## src/rtl/nand_seq_pkg.sv

```systemverilog
`timescale 1ns/1ps
package nand_seq_pkg;

   localparam int ADDR_W = 24;

   typedef enum logic [2:0] {
      OP_RD_PAGE  = 3'd0,
      OP_RD_SPARE = 3'd1,
      OP_RD_ID    = 3'd2,
      OP_STATUS   = 3'd3,
      OP_PROGRAM  = 3'd4,
      OP_ERASE    = 3'd5,
      OP_RESET    = 3'd6,
      OP_EXTRA    = 3'd7
   } op_e;

   typedef enum logic [3:0] {
      ST_IDLE, ST_WAIT, ST_CMD, ST_ADDR, ST_SETTLE, ST_RDATA,
      ST_WDATA, ST_CONF, ST_STCMD, ST_STRD, ST_DONE
   } state_e;

   localparam logic [7:0] CODE_STATUS = 8'h70;
   localparam logic [7:0] CODE_PCONF  = 8'h10;
   localparam logic [7:0] CODE_ECONF  = 8'hD0;

   function automatic logic [7:0] first_code(op_e op);
      case (op)
         OP_RD_PAGE:  return 8'h00;
         OP_RD_SPARE: return 8'h50;
         OP_RD_ID:    return 8'h90;
         OP_STATUS:   return CODE_STATUS;
         OP_PROGRAM:  return 8'h80;
         OP_ERASE:    return 8'h60;
         OP_RESET:    return 8'hFF;
         default:     return 8'hB0;
      endcase
   endfunction

   function automatic logic busy_exempt(op_e op);
      return (op == OP_STATUS) || (op == OP_RESET) || (op == OP_EXTRA);
   endfunction

endpackage

```

## src/rtl/nand_seq_strobe.sv

```systemverilog
`timescale 1ns/1ps
module nand_seq_strobe #(
   parameter int STROBE_LO = 2,
   parameter int STROBE_HI = 2
) (
   input  logic       clk,
   input  logic       rst_n,
   input  logic       start,
   input  logic       is_read,
   input  logic [7:0] io_in,
   output logic       active,
   output logic       fin,
   output logic       we_n,
   output logic       re_n,
   output logic [7:0] cap_byte
);
   localparam int MAXC = (STROBE_LO > STROBE_HI) ? STROBE_LO : STROBE_HI;
   localparam int CW   = $clog2(MAXC + 1);

   typedef enum logic [1:0] {P_OFF, P_LOW, P_HIGH} phase_e;

   phase_e          ph;
   logic [CW-1:0]   cnt;
   logic            rd_q;

   always_ff @(posedge clk or negedge rst_n) begin
      if (!rst_n) begin
         ph       <= P_OFF;
         cnt      <= '0;
         rd_q     <= 1'b0;
         cap_byte <= '0;
      end else begin
         case (ph)
            P_OFF: if (start) begin
               ph   <= P_LOW;
               cnt  <= '0;
               rd_q <= is_read;
            end
            P_LOW: if (cnt == CW'(STROBE_LO - 1)) begin
               ph  <= P_HIGH;
               cnt <= '0;
               if (rd_q) cap_byte <= io_in;
            end else begin
               cnt <= cnt + CW'(1);
            end
            default: if (cnt == CW'(STROBE_HI - 1)) begin
               ph  <= P_OFF;
               cnt <= '0;
            end else begin
               cnt <= cnt + CW'(1);
            end
         endcase
      end
   end

   assign active = (ph != P_OFF);
   assign fin    = (ph == P_HIGH) && (cnt == CW'(STROBE_HI - 1));
   assign we_n   = !((ph == P_LOW) && !rd_q);
   assign re_n   = !((ph == P_LOW) && rd_q);

endmodule

```

## src/rtl/nand_seq_ctrl.sv

```systemverilog
`timescale 1ns/1ps
module nand_seq_ctrl
   import nand_seq_pkg::*;
#(
   parameter int LEN_W    = 10,
   parameter int WB_CYC   = 4,
   parameter bit EXT_MODE = 1'b1
) (
   input  logic              clk,
   input  logic              rst_n,
   input  logic              req_valid,
   input  logic [2:0]        req_op,
   input  logic [ADDR_W-1:0] req_addr,
   input  logic [LEN_W-1:0]  req_len,
   input  logic [7:0]        wr_data,
   input  logic              nand_rb,
   input  logic              cyc_active,
   input  logic              cyc_fin,
   input  logic [7:0]        cap_byte,
   output logic              cyc_start,
   output logic              cyc_rd,
   output logic [7:0]        bus_byte,
   output logic              cle,
   output logic              ale,
   output logic              oe,
   output logic              wr_take,
   output logic              rd_valid,
   output logic [7:0]        rd_data,
   output logic              busy,
   output logic              done,
   output logic              fail,
   output logic              guard_off
);
   localparam int WB_W = $clog2(WB_CYC + 1);

   state_e              st;
   op_e                 op_q;
   logic [ADDR_W-1:0]   addr_q;
   logic [LEN_W-1:0]    len_q;
   logic [LEN_W-1:0]    idx;
   logic [WB_W-1:0]     wait_cnt;
   logic                ext_ok;
   logic                accept;
   logic [LEN_W-1:0]    addr_last;
   logic                bus_state;

   generate
      if (EXT_MODE) begin : g_ext
         assign ext_ok = 1'b1;
      end else begin : g_base
         assign ext_ok = 1'b0;
      end
   endgenerate

   assign accept = (st == ST_IDLE) && req_valid &&
                   ((op_e'(req_op) != OP_EXTRA) || ext_ok);

   always_comb begin
      case (op_q)
         OP_RD_ID: addr_last = LEN_W'(0);
         OP_ERASE: addr_last = LEN_W'(1);
         default:  addr_last = LEN_W'(2);
      endcase
   end

   always_ff @(posedge clk or negedge rst_n) begin
      if (!rst_n) begin
         st       <= ST_IDLE;
         op_q     <= OP_RD_PAGE;
         addr_q   <= '0;
         len_q    <= '0;
         idx      <= '0;
         wait_cnt <= '0;
         fail     <= 1'b0;
         rd_valid <= 1'b0;
         rd_data  <= '0;
      end else begin
         rd_valid <= (st == ST_RDATA) && cyc_fin;
         if ((st == ST_RDATA) && cyc_fin) rd_data <= cap_byte;
         case (st)
            ST_IDLE: if (accept) begin
               op_q   <= op_e'(req_op);
               addr_q <= req_addr;
               len_q  <= req_len;
               idx    <= '0;
               fail   <= 1'b0;
               st     <= busy_exempt(op_e'(req_op)) ? ST_CMD : ST_WAIT;
            end
            ST_WAIT: if (nand_rb) st <= ST_CMD;
            ST_CMD: if (cyc_fin) begin
               idx <= '0;
               case (op_q)
                  OP_STATUS:          st <= ST_RDATA;
                  OP_RESET, OP_EXTRA: st <= ST_SETTLE;
                  default:            st <= ST_ADDR;
               endcase
            end
            ST_ADDR: if (cyc_fin) begin
               if (idx == addr_last) begin
                  idx <= '0;
                  case (op_q)
                     OP_RD_ID:   st <= ST_RDATA;
                     OP_PROGRAM: st <= ST_WDATA;
                     OP_ERASE:   st <= ST_CONF;
                     default:    st <= ST_SETTLE;
                  endcase
               end else begin
                  idx <= idx + LEN_W'(1);
               end
            end
            ST_SETTLE: begin
               if (wait_cnt != WB_W'(WB_CYC - 1)) begin
                  wait_cnt <= wait_cnt + WB_W'(1);
               end else if (nand_rb) begin
                  wait_cnt <= '0;
                  case (op_q)
                     OP_PROGRAM, OP_ERASE: st <= ST_STCMD;
                     OP_RESET, OP_EXTRA:   st <= ST_DONE;
                     default:              st <= ST_RDATA;
                  endcase
               end
            end
            ST_RDATA: if (cyc_fin) begin
               if ((op_q == OP_STATUS) || (idx == len_q - LEN_W'(1)))
                  st <= ST_DONE;
               else
                  idx <= idx + LEN_W'(1);
            end
            ST_WDATA: if (cyc_fin) begin
               if (idx == len_q - LEN_W'(1)) st <= ST_CONF;
               else                          idx <= idx + LEN_W'(1);
            end
            ST_CONF:  if (cyc_fin) st <= ST_SETTLE;
            ST_STCMD: if (cyc_fin) st <= ST_STRD;
            ST_STRD:  if (cyc_fin) begin
               fail <= cap_byte[0];
               st   <= ST_DONE;
            end
            default: st <= ST_IDLE;
         endcase
      end
   end

   always_comb begin
      case (st)
         ST_CMD:   bus_byte = first_code(op_q);
         ST_ADDR: begin
            if (op_q == OP_RD_ID)      bus_byte = 8'h00;
            else if (op_q == OP_ERASE) bus_byte = (idx == '0) ? addr_q[15:8] : addr_q[23:16];
            else if (idx == '0)        bus_byte = addr_q[7:0];
            else if (idx == LEN_W'(1)) bus_byte = addr_q[15:8];
            else                       bus_byte = addr_q[23:16];
         end
         ST_WDATA: bus_byte = wr_data;
         ST_CONF:  bus_byte = (op_q == OP_PROGRAM) ? CODE_PCONF : CODE_ECONF;
         ST_STCMD: bus_byte = CODE_STATUS;
         default:  bus_byte = 8'h00;
      endcase
   end

   assign bus_state = (st == ST_CMD) || (st == ST_ADDR) || (st == ST_RDATA) ||
                      (st == ST_WDATA) || (st == ST_CONF) || (st == ST_STCMD) ||
                      (st == ST_STRD);
   assign cyc_start = bus_state && !cyc_active;
   assign cyc_rd    = (st == ST_RDATA) || (st == ST_STRD);
   assign cle       = (st == ST_CMD) || (st == ST_CONF) || (st == ST_STCMD);
   assign ale       = (st == ST_ADDR);
   assign oe        = cle || ale || (st == ST_WDATA);
   assign wr_take   = (st == ST_WDATA) && cyc_fin;
   assign busy      = (st != ST_IDLE);
   assign done      = (st == ST_DONE);
   assign guard_off = busy && ((op_q == OP_PROGRAM) || (op_q == OP_ERASE));

endmodule

```

## src/rtl/nand_seq.sv

```systemverilog
`timescale 1ns/1ps
module nand_seq
   import nand_seq_pkg::*;
#(
   parameter int LEN_W     = 10,
   parameter int STROBE_LO = 2,
   parameter int STROBE_HI = 2,
   parameter int WB_CYC    = 4,
   parameter bit EXT_MODE  = 1'b1
) (
   input  logic              clk,
   input  logic              rst_n,
   input  logic              req_valid,
   input  logic [2:0]        req_op,
   input  logic [ADDR_W-1:0] req_addr,
   input  logic [LEN_W-1:0]  req_len,
   input  logic [7:0]        wr_data,
   output logic              wr_take,
   output logic              rd_valid,
   output logic [7:0]        rd_data,
   output logic              busy,
   output logic              done,
   output logic              fail,
   output logic              nand_ce_n,
   output logic              nand_cle,
   output logic              nand_ale,
   output logic              nand_we_n,
   output logic              nand_re_n,
   output logic              nand_wp_n,
   output logic [7:0]        nand_io_out,
   output logic              nand_io_oe,
   input  logic [7:0]        nand_io_in,
   input  logic              nand_rb
);
   generate
      if (STROBE_LO < 1 || STROBE_HI < 1) begin : g_bad_strobe
         $error("nand_seq: strobe phases need at least one clock");
      end
      if (WB_CYC < 1) begin : g_bad_wb
         $error("nand_seq: WB_CYC must be at least 1");
      end
      if (LEN_W < 2) begin : g_bad_len
         $error("nand_seq: LEN_W must be at least 2");
      end
   endgenerate

   logic       cyc_start, cyc_rd, cyc_active, cyc_fin;
   logic [7:0] cap_byte;
   logic       guard_off;

   nand_seq_strobe #(
      .STROBE_LO (STROBE_LO),
      .STROBE_HI (STROBE_HI)
   ) u_strobe (
      .clk      (clk),
      .rst_n    (rst_n),
      .start    (cyc_start),
      .is_read  (cyc_rd),
      .io_in    (nand_io_in),
      .active   (cyc_active),
      .fin      (cyc_fin),
      .we_n     (nand_we_n),
      .re_n     (nand_re_n),
      .cap_byte (cap_byte)
   );

   nand_seq_ctrl #(
      .LEN_W    (LEN_W),
      .WB_CYC   (WB_CYC),
      .EXT_MODE (EXT_MODE)
   ) u_ctrl (
      .clk        (clk),
      .rst_n      (rst_n),
      .req_valid  (req_valid),
      .req_op     (req_op),
      .req_addr   (req_addr),
      .req_len    (req_len),
      .wr_data    (wr_data),
      .nand_rb    (nand_rb),
      .cyc_active (cyc_active),
      .cyc_fin    (cyc_fin),
      .cap_byte   (cap_byte),
      .cyc_start  (cyc_start),
      .cyc_rd     (cyc_rd),
      .bus_byte   (nand_io_out),
      .cle        (nand_cle),
      .ale        (nand_ale),
      .oe         (nand_io_oe),
      .wr_take    (wr_take),
      .rd_valid   (rd_valid),
      .rd_data    (rd_data),
      .busy       (busy),
      .done       (done),
      .fail       (fail),
      .guard_off  (guard_off)
   );

   assign nand_ce_n = !busy;
   assign nand_wp_n = guard_off;

endmodule

```

## config.mk

```make
export PLATFORM = sky130hd
export DESIGN_NAME = nand_seq
export DESIGN_NICKNAME = d
export VERILOG_FILES = /design/src/rtl/nand_seq_pkg.sv /design/src/rtl/nand_seq_strobe.sv /design/src/rtl/nand_seq_ctrl.sv /design/src/rtl/nand_seq.sv
export SDC_FILE = /design/constraint.sdc
export NUM_CORES = 1
export LEC_CHECK = 0
export ABC_AREA = 1
export BUFFER_PORTS_ARGS = -buffer_cell sky130_fd_sc_hd__buf_2
export CORE_ASPECT_RATIO = 1.75
export CORE_MARGIN = 2
export CORE_UTILIZATION = 56
export DETAILED_ROUTE_END_ITERATION = 10
export HOLD_SLACK_MARGIN = 0.06
export PLACE_DENSITY = 0.84
export SLEW_MARGIN = 30
export SYNTH_ARGS = -nofsm -noshare
export SYNTH_HDL_FRONTEND = slang
export SYNTH_SLANG_ARGS = --single-unit
```

## constraint.sdc

```tcl
create_clock -name clk -period 2.4 [get_ports clk]
set_input_delay 0.36 -clock clk [delete_from_list [all_inputs] [get_ports clk]]
set_output_delay 0.36 -clock clk [all_outputs]
set_load 0.02 [all_outputs]
```

**Yosys cells after proc, flatten, opt, wreduce, memory -nomap -nowiden**

Cells that the tools add are included.
W data, S select, Z words.

- Register bits: 77
- Input port bits: 57
- Output and inout port bits: 28
- Word-level logic and storage cells: 159

- $add $sub $neg: 4
- Equality and inequality tests: 45
- Multiplexer cells: 49
- Reduce and logical (&&, ||, !) cells: 48

Operators by type and width:

| operator | count |
|---|---|
| $mux W10 | 8 |
| $mux W4 | 14 |
| $pmux W8 S7 | 1 |
| $pmux W10 S5 | 1 |
| $mux W8 | 6 |
| $pmux W4 S10 | 1 |
| $pmux W8 S5 | 1 |
| $ne A2 B1 Y1 const B | 11 |
| $eq A10 B10 Y1 | 2 |
| $eq A3 B3 Y1 const B | 6 |
| $eq A4 B3 Y1 const B | 4 |
| $logic_or A1 B1 Y1 | 15 |
| $mux W2 | 7 |
| $ne A2 B2 Y1 const B | 7 |
| $reduce_and A14 Y1 | 1 |
| $eq A4 B4 Y1 const B | 3 |
| $add A10 B1 Y10 const B | 1 |
| $eq A10 B1 Y1 const B | 1 |
| $logic_not A10 Y1 | 1 |
| $sub A10 B1 Y10 const B | 1 |
| $eq A3 B2 Y1 const B | 3 |
| $reduce_and A3 Y1 | 3 |
| $eq A4 B2 Y1 const B | 2 |
| $logic_and A1 B1 Y1 | 8 |
| 24 further kinds | 38 |

**Longest topological paths before layout**

- Depth in word-level cells: 10
- Depth in mapped cells: 16
- Mapped depth without buffers: 16

**By module**

Synthesis repeated with hierarchy kept, for this count alone.

- Cell total of the unflattened synthesis: 650
- Area total of the unflattened synthesis: 4832.1 um^2

By module, submodules not included:

| module | instances | cells each | area an instance (um^2) | seq. area each (um^2) |
|---|---|---|---|---|
| nand_seq_ctrl | 1 | 577 | 4219.0 | 1601.5 |
| nand_seq_strobe | 1 | 72 | 609.3 | 325.3 |
| nand_seq | 1 | 1 | 3.8 | 0.0 |

**Worst setup path before layout**

OpenSTA, ideal clock, no wires.

- Kind: reg2out
- From: register u_ctrl.idx[0]
- To: output nand_io_out[1]
- Data arrival time: 1.595 ns
- Required time: 2.040 ns
- Setup slack: 0.445 ns
- Cell stages (with the launch flop): 12
- Buffers on the path: 1
- Cells stage by stage: dfrtp_1 inv_1 ha_1 inv_1 or2_1 buf_2 inv_2 a21oi_1 o21ai_0 o21ai_0 nand2_1 nand2_1

- Cells in the longest elaborated chain, start to end: 6
- Elaborated cells between the ends (all ways): 8
- Those cells by class: eq/ne (1); mux (6); reduce/logical (1)

Ends and longest elaborated chain:

| element | line | RTL |
|---|---|---|
| start: declaration | nand_seq_ctrl.sv:40 | `logic [LEN_W-1:0] idx;` |
| start signal: assignment | nand_seq_ctrl.sv:108 | `idx <= idx + LEN_W'(1);` |
| start signal: assignment | nand_seq_ctrl.sv:127 | `idx <= idx + LEN_W'(1);` |
| start signal: assignment | nand_seq_ctrl.sv:131 | `else idx <= idx + LEN_W'(1);` |
| $eq A10 B1 Y1 | nand_seq_ctrl.sv:151 | `else if (idx == LEN_W'(1)) bus_byte = addr_q[15:8];` |
| $mux W8 | nand_seq_ctrl.sv:151 |  |
| $mux W8 | nand_seq_ctrl.sv:150 | `else if (idx == '0) bus_byte = addr_q[7:0];` |
| $mux W8 (*) | nand_seq_ctrl.sv:149 | `else if (op_q == OP_ERASE) bus_byte = (idx == '0) ? addr_q[15:8] : addr_q[23:16];` |
| $mux W8 (*) | nand_seq_ctrl.sv:148 | `if (op_q == OP_RD_ID) bus_byte = 8'h00;` |
| $pmux W8 S5 (*) | nand_seq_ctrl.sv:145 | `case (st)` |
| end: declaration | nand_seq.sv:30 | `output logic [7:0] nand_io_out,` |

Every way passes the cells marked *; elsewhere a longest branch is shown, timed or not.

**Final worst setup path**

- From: register u_ctrl.idx[2]
- To: output nand_io_out[5]

The elaborated chain is that of the path after synthesis.

==> key figures <==
Power and ir drop
  • Flop pwr share: 0.303
  • Cell Int Power: 3860 µW
  • Comb power frac: 0.507
  • Power, Total: 7030 µW
  • Leakage: 0.00297 µW
  • Switch Pwr: approximately 3200 µW
  • Cell area power density: between 1000 and 1500 nW/µm²
  • Clock share of power: 0.190
  • Switching Fraction: 0.450
  • VDD IR max: ~0.80 mV

STA
  • Setup TNS Final: -218 ps
  • Min cycle time layout: 2460 ps
  • Max Clock Freq: 407 MHz
  • Final period util: 1.02
  • Clock skew: 5.68 ps
  • Final hold viol count: 0
  • Setup ws final: -58.1 ps
  • # setup viols final: 6
  • Max Slew Vio Count: 0
  • Worst slew margin: 0.530
  • RSZ-0062 raised after global routing: yes
  • Worst-margin pin slew: 705 ps

Global route
  • Initial antenna violation count: 0
  • Vias in the first global route: 4794
  • Overflow after GRT: 0
  • First-pass GRT wire length: 21000 µm
  • GRT Util Overall: 0.293
  • Largest net degree at the start of global routing: 78

Run status
  • Outcome: finished with violations
  • Failing checks: setup timing

Critical path
  • CP Data Arrival Time: 2100 ps
  • CP peak stage delay: roughly 390 ps
  • Crit Path Category: reg2out
  • Worst setup EP type: output pin
  • Worst path depth: 10
  • Critical Path Source Type: flop
  • Worst r2r path cells: 12
  • CP Cell Sequence: nor2_2, nand4_1, nor2_2, buf_6, nand2_4, o21ai_2, nor2_1, o211ai_1, nand2_1, buf_6
  • Bufs and invs on worst path: 2
  • Required @ worst endpoint: around 2000 ps
  • CP max stage cell: dfrtp_1
  • Critical path peak fanout: 5
  • Top delay family on crit path: simple AND/OR/NAND/NOR gates

Detailed routing
  • DRC violations left: 0
  • TritonRoute pass-1 iters: 5
  • Drt first-iter violations: 295
  • Vias post-DR: 4725
  • Mean routed wirelength per cell: 15.4 µm
  • Antenna-violating nets left: 0
  • Vias per inst: 5.62
  • Routed wire length: 12900 µm

Synth
  • Mux share of post-synthesis cell area: 0.0192
  • Compound-Gate Fraction of Synth Area: 0.149
  • Leading cell types by total area after synthesis: dfrtp_1 (41%), nand2_1 (15%), o21ai_0 (9.1%)
  • Fraction of the mapped netlist area in adder cells: 0.0134
  • Async set-reset flop share out of synthesis: 1.00
  • Top-count cell post-synth: nand2_1
  • Post-synth EDFFs: 0
  • Combinational family with the most area after synthesis: simple AND/OR/NAND/NOR gates
  • Post-Syn Instances: 650
  • Synth area leader: dfrtp_1
  • Synthesis warning total: 0
  • Share of the synthesized area in the top cell type: 0.411
  • Post-synth top cells: nand2_1 (182), o21ai_0 (85), inv_1 (82)
  • Post-synthesis cell area: 4680 µm²
  • Yosys reg bits: 77
  • Seq/Total Area, Yosys: 0.411
  • Post-synthesis simple-gate area fraction: 0.281
  • Primary FF master, synth: dfrtp_1
  • Post-synth cell types: 38
  • Syn_area_per_cell: 7.21 µm²
  • XOR/XNOR Fraction of Synth Area: 0.0299
  • Net Count, Synth: 712

Die
  • Core area: 8200 µm²
  • Starting density of the core: 0.571
  • IO Pins: 85
  • Die H: 125 µm
  • Die ar.: roughly 9100 µm²
  • # rows: 44
  • Die Wd: 73.1 µm

Clocking
  • # hold bufs at CTS: 0
  • Clk sinks: 77
  • Clock-pin slew on the worst setup and hold paths: 60 ps
  • CTS Root Cell: clkbuf_16
  • Clock tree buffer depth: 2
  • CTS tree: done
  • H-tree Lvls: 3
  • Total CTS buffers: 9
  • Clk_lat worst skew: 340 ps

Layout
  • Nets: approximately 810
  • N_diodes: 0
  • Storage cell area: 1930 µm²
  • Area of the multi-input gates: 2390 µm²
  • FILL cells: approximately 660
  • Area Growth Syn to Fin: 22.1%
  • Ratio of cells with drive above 1 in the final layout: 0.238

Hold path
  • Hold Path Class: in2async

Job
  • Max-cap violations: 0

Placement
  • PortBufs: between 80 and 90
  • DPL Wire Length: about 9300 µm
  • Routability congestion estimate from global placement: 0.963
-- stage by stage --
stage	setup slack [ps]	hold WS (ps)	cell area, µm²	utilization	instances
CTS	1.18	226	5630	0.686	840
global placement	119	463	5220	0.637	816
finish	-58.1	33.9	5720	0.697	841
global route	-149	108	5720	0.697	841
floorplan	445	64.4	4680	-	650
detailed placement	67.1	475	5220	0.637	816
-- cell type report --
cell class,count,area share
clock buffer,11,0.0424
sequential,77,0.338
inverter,89,0.0593
timing repair buffer,107,0.114
clock inverter,4,0.00853
tap,92,0.0201
multi-input combinational,461,0.417
-- placed cells by master (no fill, tap or decap), drive strengths merged --
| cell | instances |
|---|---|
| bufinv | 1 |
| o21ai | 87 |
| nand3b | 2 |
| o2111ai | 1 |
| inv | 88 |
| ha | 5 |
| xor2 | 12 |
| or2 | 3 |
| a211oi | 3 |
| nor2 | 51 |
| a21oi | 27 |
| mux2 | 8 |
| xnor2 | 4 |
| nor4 | 1 |
| nor3 | 7 |
| nand3 | 41 |
| o31ai | 1 |
| o211ai | 8 |
| clkbuf | 11 |
| nand2 | 185 |
| o21bai | 1 |
| buf | 107 |
| o22ai | 1 |
| a21boi | 1 |
| clkinv | 4 |
| dfrtp | 77 |
| nand4 | 12 |
-- worst paths after layout --
check / start / end / slack [ps]
min: rst_n / u_ctrl.wait_cnt[1] / 30
min in group clk: req_addr[14] / u_ctrl.addr_q[14] / 230
max in group asynchronous: rst_n / u_ctrl.idx[7] / 1820
max reg2reg: u_ctrl.st[0] / u_ctrl.idx[6] / 270
min reg2reg: u_ctrl.wait_cnt[1] / u_ctrl.wait_cnt[1] / 490
max: u_ctrl.idx[2] / nand_io_out[5] / -60
-- metal layers --
layer	vias up	GRT usage	share of wire
met5	-	0	0
met4	0	0.200	0.064
met3	75	0.0524	0.054
met2	193	0.509	0.53
met1	2171	0.306	0.35
li1	2286	-	-
-- power by group through the flow --
stage | sequential (µW) | combinational [µW] | clock, µW
after floorplan | 2070 | 2430 | 0
after global placement | 2100 | 3190 | 0
after detailed placement | 2120 | 3280 | 0
after CTS | 2110 | 3400 | 1350
after global routing | 2180 | 3980 | 1410
final | 2130 | 3560 | 1340
-- cell families (layout without fill, tap and decap cells) --
family                   Yosys count  count (layout)
AND/OR/NAND/NOR                  302             302
AO/OA/AOI/OAI                    130             130
buffers and inverters            112             211
flip-flops                        77              77
XOR/XNOR                          16              16
multiplexers                       8               8
adder cells (fa/ha/maj)            5               5
-- flip-flops by register name, indices dropped and copies added, names as in the netlist --
register and flops:
u_ctrl.addr_q 24, u_ctrl.idx 10, u_ctrl.len_q 10, u_ctrl.rd_data 8, u_strobe.cap_byte 8, u_ctrl.st 4
u_ctrl.op_q 3, u_ctrl.wait_cnt 3, u_strobe.cnt 2, u_strobe.ph 2, u_ctrl.fail 1, u_ctrl.rd_valid 1
u_strobe.rd_q 1
-- timing repair --
action                                  4_1_cts  5_1_grt
endpoints found under the setup margin        8       18
resized for setup                            22       31
setup buffers                                 9        0
cloned                                        0        1
pin swaps                                     3       10
Note: power is estimated with default switching activity, not from simulation.
